**config.mk**
```make
export PLATFORM = sky130hd
export DESIGN_NAME = xxtea_enc
export DESIGN_NICKNAME = d
export VERILOG_FILES = /design/src/rtl/xxtea_pkg.sv /design/src/rtl/xxtea_ctrl.sv /design/src/rtl/xxtea_dp.sv /design/src/rtl/xxtea_enc.sv
export SDC_FILE = /design/constraint.sdc
export NUM_CORES = 1
export LEC_CHECK = 0
export BUFFER_PORTS_ARGS = -buffer_cell sky130_fd_sc_hd__buf_2
export CAP_MARGIN = 10
export CORE_AREA = 2 2 229 231
export DETAILED_ROUTE_END_ITERATION = 12
export DIE_AREA = 0 0 231 233
export PLACE_DENSITY = 0.62
export SETUP_SLACK_MARGIN = 0.1
export SYNTH_ARGS = -nofsm -noshare
export SYNTH_HDL_FRONTEND = slang
export SYNTH_SLANG_ARGS = --single-unit
```
**constraint.sdc**
```tcl
create_clock -name clk -period 33 [get_ports clk]
set_input_delay 6.6 -clock clk [delete_from_list [all_inputs] [get_ports clk]]
set_output_delay 6.6 -clock clk [all_outputs]
set_load 0.01 [all_outputs]
```
**src/rtl/xxtea_pkg.sv**
```systemverilog
package xxtea_pkg;
  localparam int WORD_W    = 32;
  localparam int KEY_WORDS = 4;
  localparam int KIDX_W    = $clog2(KEY_WORDS);
  localparam int BLOCK_W   = 2 * WORD_W;
  localparam logic [WORD_W-1:0] DELTA = 32'h9E37_79B9;

  typedef logic [WORD_W-1:0] word_t;

  // strobes from control to datapath
  typedef struct packed {
    logic load;   // capture plaintext, clear sum
    logic step;   // apply one cipher cycle
  } ctrl_t;

  // mixing function of the cipher
  function automatic word_t mixWord(word_t y, word_t z, word_t s, word_t k);
    word_t shiftMix;
    word_t keyMix;
    shiftMix = ((z >> 5) ^ (y << 2)) + ((y >> 3) ^ (z << 4));
    keyMix   = (s ^ y) + (k ^ z);
    return shiftMix ^ keyMix;
  endfunction
endpackage

```
**src/rtl/xxtea_ctrl.sv**
```systemverilog
module xxtea_ctrl
  import xxtea_pkg::*;
#(
  parameter int ROUNDS = 32
) (
  input  logic  clk,
  input  logic  rst,
  input  logic  start,
  output ctrl_t ctrl,
  output logic  busy,
  output logic  done
);
  localparam int CNT_W = (ROUNDS > 1) ? $clog2(ROUNDS) : 1;
  localparam logic [CNT_W-1:0] LAST = CNT_W'(ROUNDS - 1);

  typedef enum logic {IDLE, RUN} state_t;

  state_t          state;
  logic [CNT_W-1:0] roundCnt;
  logic            doneQ;
  logic            lastRound;

  assign lastRound = (roundCnt == LAST);

  always_comb begin
    ctrl.load = (state == IDLE) && start;
    ctrl.step = (state == RUN);
  end

  always_ff @(posedge clk) begin
    if (rst) begin
      state    <= IDLE;
      roundCnt <= '0;
      doneQ    <= 1'b0;
    end else begin
      doneQ <= 1'b0;
      case (state)
        IDLE: if (start) begin
          state    <= RUN;
          roundCnt <= '0;
        end
        RUN: if (lastRound) begin
          state <= IDLE;
          doneQ <= 1'b1;
        end else begin
          roundCnt <= roundCnt + 1'b1;
        end
        default: state <= IDLE;
      endcase
    end
  end

  assign busy = (state == RUN);
  assign done = doneQ;


  busy_done_excl_chk: assert property (@(posedge clk) disable iff (rst)
    !(doneQ && state == RUN));


  done_pulse_chk: assert property (@(posedge clk) disable iff (rst)
    doneQ |=> !doneQ);


  start_ignored_chk: assert property (@(posedge clk) disable iff (rst)
    (state == RUN && !lastRound) |=>
      (state == RUN && roundCnt == CNT_W'($past(roundCnt) + 1'b1)));


  round_end_chk: assert property (@(posedge clk) disable iff (rst)
    (state == RUN && lastRound) |=> (state == IDLE && doneQ));
endmodule

```
**src/rtl/xxtea_dp.sv**
```systemverilog
module xxtea_dp
  import xxtea_pkg::*;
(
  input  logic               clk,
  input  logic               rst,
  input  ctrl_t              ctrl,
  input  logic               busy,
  input  logic               keyWe,
  input  logic [KIDX_W-1:0]  keyAddr,
  input  word_t              keyData,
  input  logic [BLOCK_W-1:0] ptIn,
  output logic [BLOCK_W-1:0] ctOut
);
  logic [KEY_WORDS-1:0][WORD_W-1:0] keyMem;
  word_t v0, v1, sum;
  word_t sumNext, keyA, keyB, v0New, v1New;
  logic [KIDX_W-1:0] eIdx;

  // key memory: one register word per entry, writes locked while busy
  for (genvar i = 0; i < KEY_WORDS; i++) begin : g_key
    always_ff @(posedge clk) begin
      if (rst)
        keyMem[i] <= '0;
      else if (keyWe && !busy && keyAddr == KIDX_W'(i))
        keyMem[i] <= keyData;
    end
  end

  // one full cycle of the two-word cipher, combinational key read
  always_comb begin
    sumNext = sum + DELTA;
    eIdx    = sumNext[KIDX_W+1:2];
    keyA    = keyMem[eIdx];
    keyB    = keyMem[eIdx ^ KIDX_W'(1)];
    v0New   = v0 + mixWord(v1, v1, sumNext, keyA);
    v1New   = v1 + mixWord(v0New, v0New, sumNext, keyB);
  end

  always_ff @(posedge clk) begin
    if (rst) begin
      v0  <= '0;
      v1  <= '0;
      sum <= '0;
    end else if (ctrl.load) begin
      v0  <= ptIn[WORD_W-1:0];
      v1  <= ptIn[BLOCK_W-1:WORD_W];
      sum <= '0;
    end else if (ctrl.step) begin
      v0  <= v0New;
      v1  <= v1New;
      sum <= sumNext;
    end
  end

  assign ctOut = {v1, v0};


  key_frozen_chk: assert property (@(posedge clk) disable iff (rst)
    busy |=> $stable(keyMem));


  out_hold_chk: assert property (@(posedge clk) disable iff (rst)
    (!ctrl.load && !ctrl.step) |=> $stable(ctOut));


  load_capture_chk: assert property (@(posedge clk) disable iff (rst)
    ctrl.load |=> (ctOut == $past(ptIn)));
endmodule

```
**src/rtl/xxtea_enc.sv**
```systemverilog
module xxtea_enc
  import xxtea_pkg::*;
#(
  parameter int ROUNDS = 32
) (
  input  logic        clk,
  input  logic        rst,
  input  logic        start,
  input  logic [63:0] ptIn,
  input  logic        keyWe,
  input  logic [1:0]  keyAddr,
  input  logic [31:0] keyData,
  output logic        busy,
  output logic        done,
  output logic [63:0] ctOut
);
  ctrl_t ctrl;

  xxtea_ctrl #(.ROUNDS(ROUNDS)) u_ctrl (
    .clk   (clk),
    .rst   (rst),
    .start (start),
    .ctrl  (ctrl),
    .busy  (busy),
    .done  (done)
  );

  xxtea_dp u_dp (
    .clk     (clk),
    .rst     (rst),
    .ctrl    (ctrl),
    .busy    (busy),
    .keyWe   (keyWe),
    .keyAddr (keyAddr),
    .keyData (keyData),
    .ptIn    (ptIn),
    .ctOut   (ctOut)
  );
endmodule

```
==> run metrics <==
outcome complete, no violations; dominant synthesized flop cell dfxtp_1; worst endpoint required time between 30 and 40 ns; routability cong. 0.975; DR WL/cell ~20 µm; crit end category flip-flop; number of fill cells just under 5k; final worst-path setup slack around 20 ns; die area roughly 54,000 µm²; leading cell type in the layout, fill and taps excluded nand2_1; via count around 20k; crit path buf inv count 1; Worst Skew slightly below 0.02 ns; area share of fa/ha/maj cells after synthesis about an eighth; CTS tree yes; WS Path Type reg -> reg; # IOs 168; crit path max-delay cell type buf_4; mux contribution to synthesized area between 7 and 8%; number of synthesized register bits around 230; CP top delay family compound AO/OA/AOI/OAI gates; # nets final between 3k and 4k; Vias per Instance roughly 5.7; Detail Route Antenna Nets 0; post-synthesis cell type count 100; Rows 83; postcts setup bufs 0; Resized cells post-CTS 0; core area ~51,000 µm²; Worst Hold Class reg -> reg; CTS Sinks 231; Num CTS Buffers 28; Final period util approximately 39%; startpoint types flip-flop; Syn Area/Cell ~8 µm²; Fin Setup TNS 0 ns; hold_buf cts 0; Total GRT Usage around 26%; Peak Freq approximately 0.078 GHz; DRC viols 0; Synth Area in Compound Gates 21.6%; Synth Net Count between 3k and 4k; chip width ~230 µm; simple-gate portion of the synthesized area between 10% and 20%; Remaining Overflow, GRT 0; Yosys Warn Count 0; Die Span Y 233 µm; largest fanout on the critical path a little over 60; final slew viol count 0; final WL approximately 72 mm; Slew HR around a quarter; Hold Violations, Final 0; largest family of logic cells by synthesized area compound AO/OA/AOI/OAI gates; max incr delay on CP roughly 0.85 ns; vias in the first global route about 20k; share of cells above drive strength 1 about a tenth; synthesized cell area roughly 22,000 µm²; DP HPWL 55.6 mm; first-pass GRT wire length between 100 and 150 mm; Least-Margin Pin Slew about 1.1 ns; most used cell, CP xnor2_1; CTS max path bufs 3; XOR/XNOR Fraction of Synth Area between 10% and 20%; H-tree levels 1; clk slew on worst S/H paths 0.07 ns; max cap viols 0; most frequent cells in the layout 379 x nand2_1, 310 x a21oi_1, 261 x xnor2_1, 230 x dfxtp_1, 198 x xor2_1; min cycle time layout 12.79 ns; Synth async-reset ratio 0%; WP data arrival 13.28 ns; Skew-Pair Late Insertion Delay slightly below 0.6 ns; DRT iter0 DRCs 1,414; initial antenna violation count 8; Layout area overhead 10.7%; Setup violations, final 0; post-place setup slack 20.36 ns; EDFF count, synth 0; IO Port Bufs around 170; First-pass DRT Iterations 6; largest net degree at the start of global routing 144; Initial Util 43.8%; CTS Root Cell clkbuf_16; Post-Syn Instances 2,806; post-synthesis sequential area ratio 20.6%; RSZ-0062 raised after global routing false
[state kept, by name (all words and copies together) (netlist names)]
register / count
u_dp.v1: 32
u_dp.keyMem: 128
u_ctrl.busy: 1
u_dp.sum: 32
u_ctrl.done: 1
u_ctrl.roundCnt: 5
u_dp.v0: 32
[stage by stage]
stage	instances	area, µm²	utilization [%]	hold WS, ns
2_1_floorplan	2806	22400	-	0.436
3_3_place_gp	3533	23700	46.4	0.441
3_5_place_dp	3533	23700	46.4	0.446
4_1_cts	3585	24800	48.5	0.454
5_1_grt	3586	24800	48.5	0.470
6_report	3589	24800	48.6	0.453
[path summary, 6_finish.rpt]
kind / from / endpoint / slack (ns) / cells past startpoint
worst max-delay path: u_dp.sum[2] / u_dp.v1[31] / 20.21 / 42
worst max register to register: u_dp.sum[2] / u_dp.v1[31] / 20.21 / 42
worst min-delay path: u_dp.keyMem[11] / u_dp.keyMem[11] / 0.45 / 2
worst min register to register: u_dp.keyMem[11] / u_dp.keyMem[11] / 0.45 / 2
[routing by layer]
layer / part of all wire (%) / track usage (%) / vias up
li1: - / - / 10100
met4: 2.7 / 7.64 / 10
met2: 45 / 41.8 / 552
met3: 6.1 / 3.62 / 116
met5: 0.077 / 0 / -
met1: 47 / 35.5 / 9642
[cell usage after synthesis, drive strengths merged (15+ instances only)]
cell	number	area share (%)
o21a	26	0.87
xnor2	269	11
ha	196	11
a21oi	314	7.1
nand3	34	0.76
nand2	379	6.4
nor3	31	0.77
a21o	91	3.0
xor2	203	8.1
nor2	182	3.1
buf	31	0.65
nor2b	38	1.1
clkbuf	105	1.8
a211oi	87	3.0
dfxtp	231	21
nand2b	22	0.61
o21ai	82	1.8
o21bai	27	0.90
inv	61	1.0
and2	15	0.42
a31oi	16	0.50
mux2i	165	7.4
[worst reg2reg max path, delay by kind of cell (launching register included)]
| family | cells | cell delay, ns |
|---|---|---|
| AOI/OAI and AO/OA | 21 | 6.31 |
| xor gates and xnor gates | 7 | 1.19 |
| adders and majority gates | 4 | 1.85 |
| buffers and inverters | 1 | 0.85 |
| DFF | 1 | 0.53 |
| muxes | 2 | 0.61 |
| and+or+nand+nor | 7 | 1.36 |
[logic make-up (layout without fill, tap and decap cells)]
kind of cell / count (synthesis) / in the layout
multiplexers: 169 / 169
AO/OA/AOI/OAI: 745 / 745
flip-flops: 231 / 231
other: 0 / 3
adder cells (fa/ha/maj): 206 / 206
XOR/XNOR: 476 / 476
AND/OR/NAND/NOR: 782 / 782
buffers and inverters: 197 / 297
[final cells by class]
class / instances / area (µm²) / area share, %
Antenna cell: 3 / 7.51 / 0.0303
Sequential cell: 231 / 4630 / 18.7
Timing Repair Buffer: 184 / 972 / 3.92
Inverter: 61 / 229 / 0.923
Tap cell: 680 / 851 / 3.43
Multi-Input combinational cell: 2378 / 17000 / 68.7
Clock buffer: 36 / 812 / 3.27
Clock inverter: 16 / 259 / 1.04
Power is left out: the tool's default activity adds up to more than one toggle a clock period on the data nets, which glitch-free logic cannot reach.
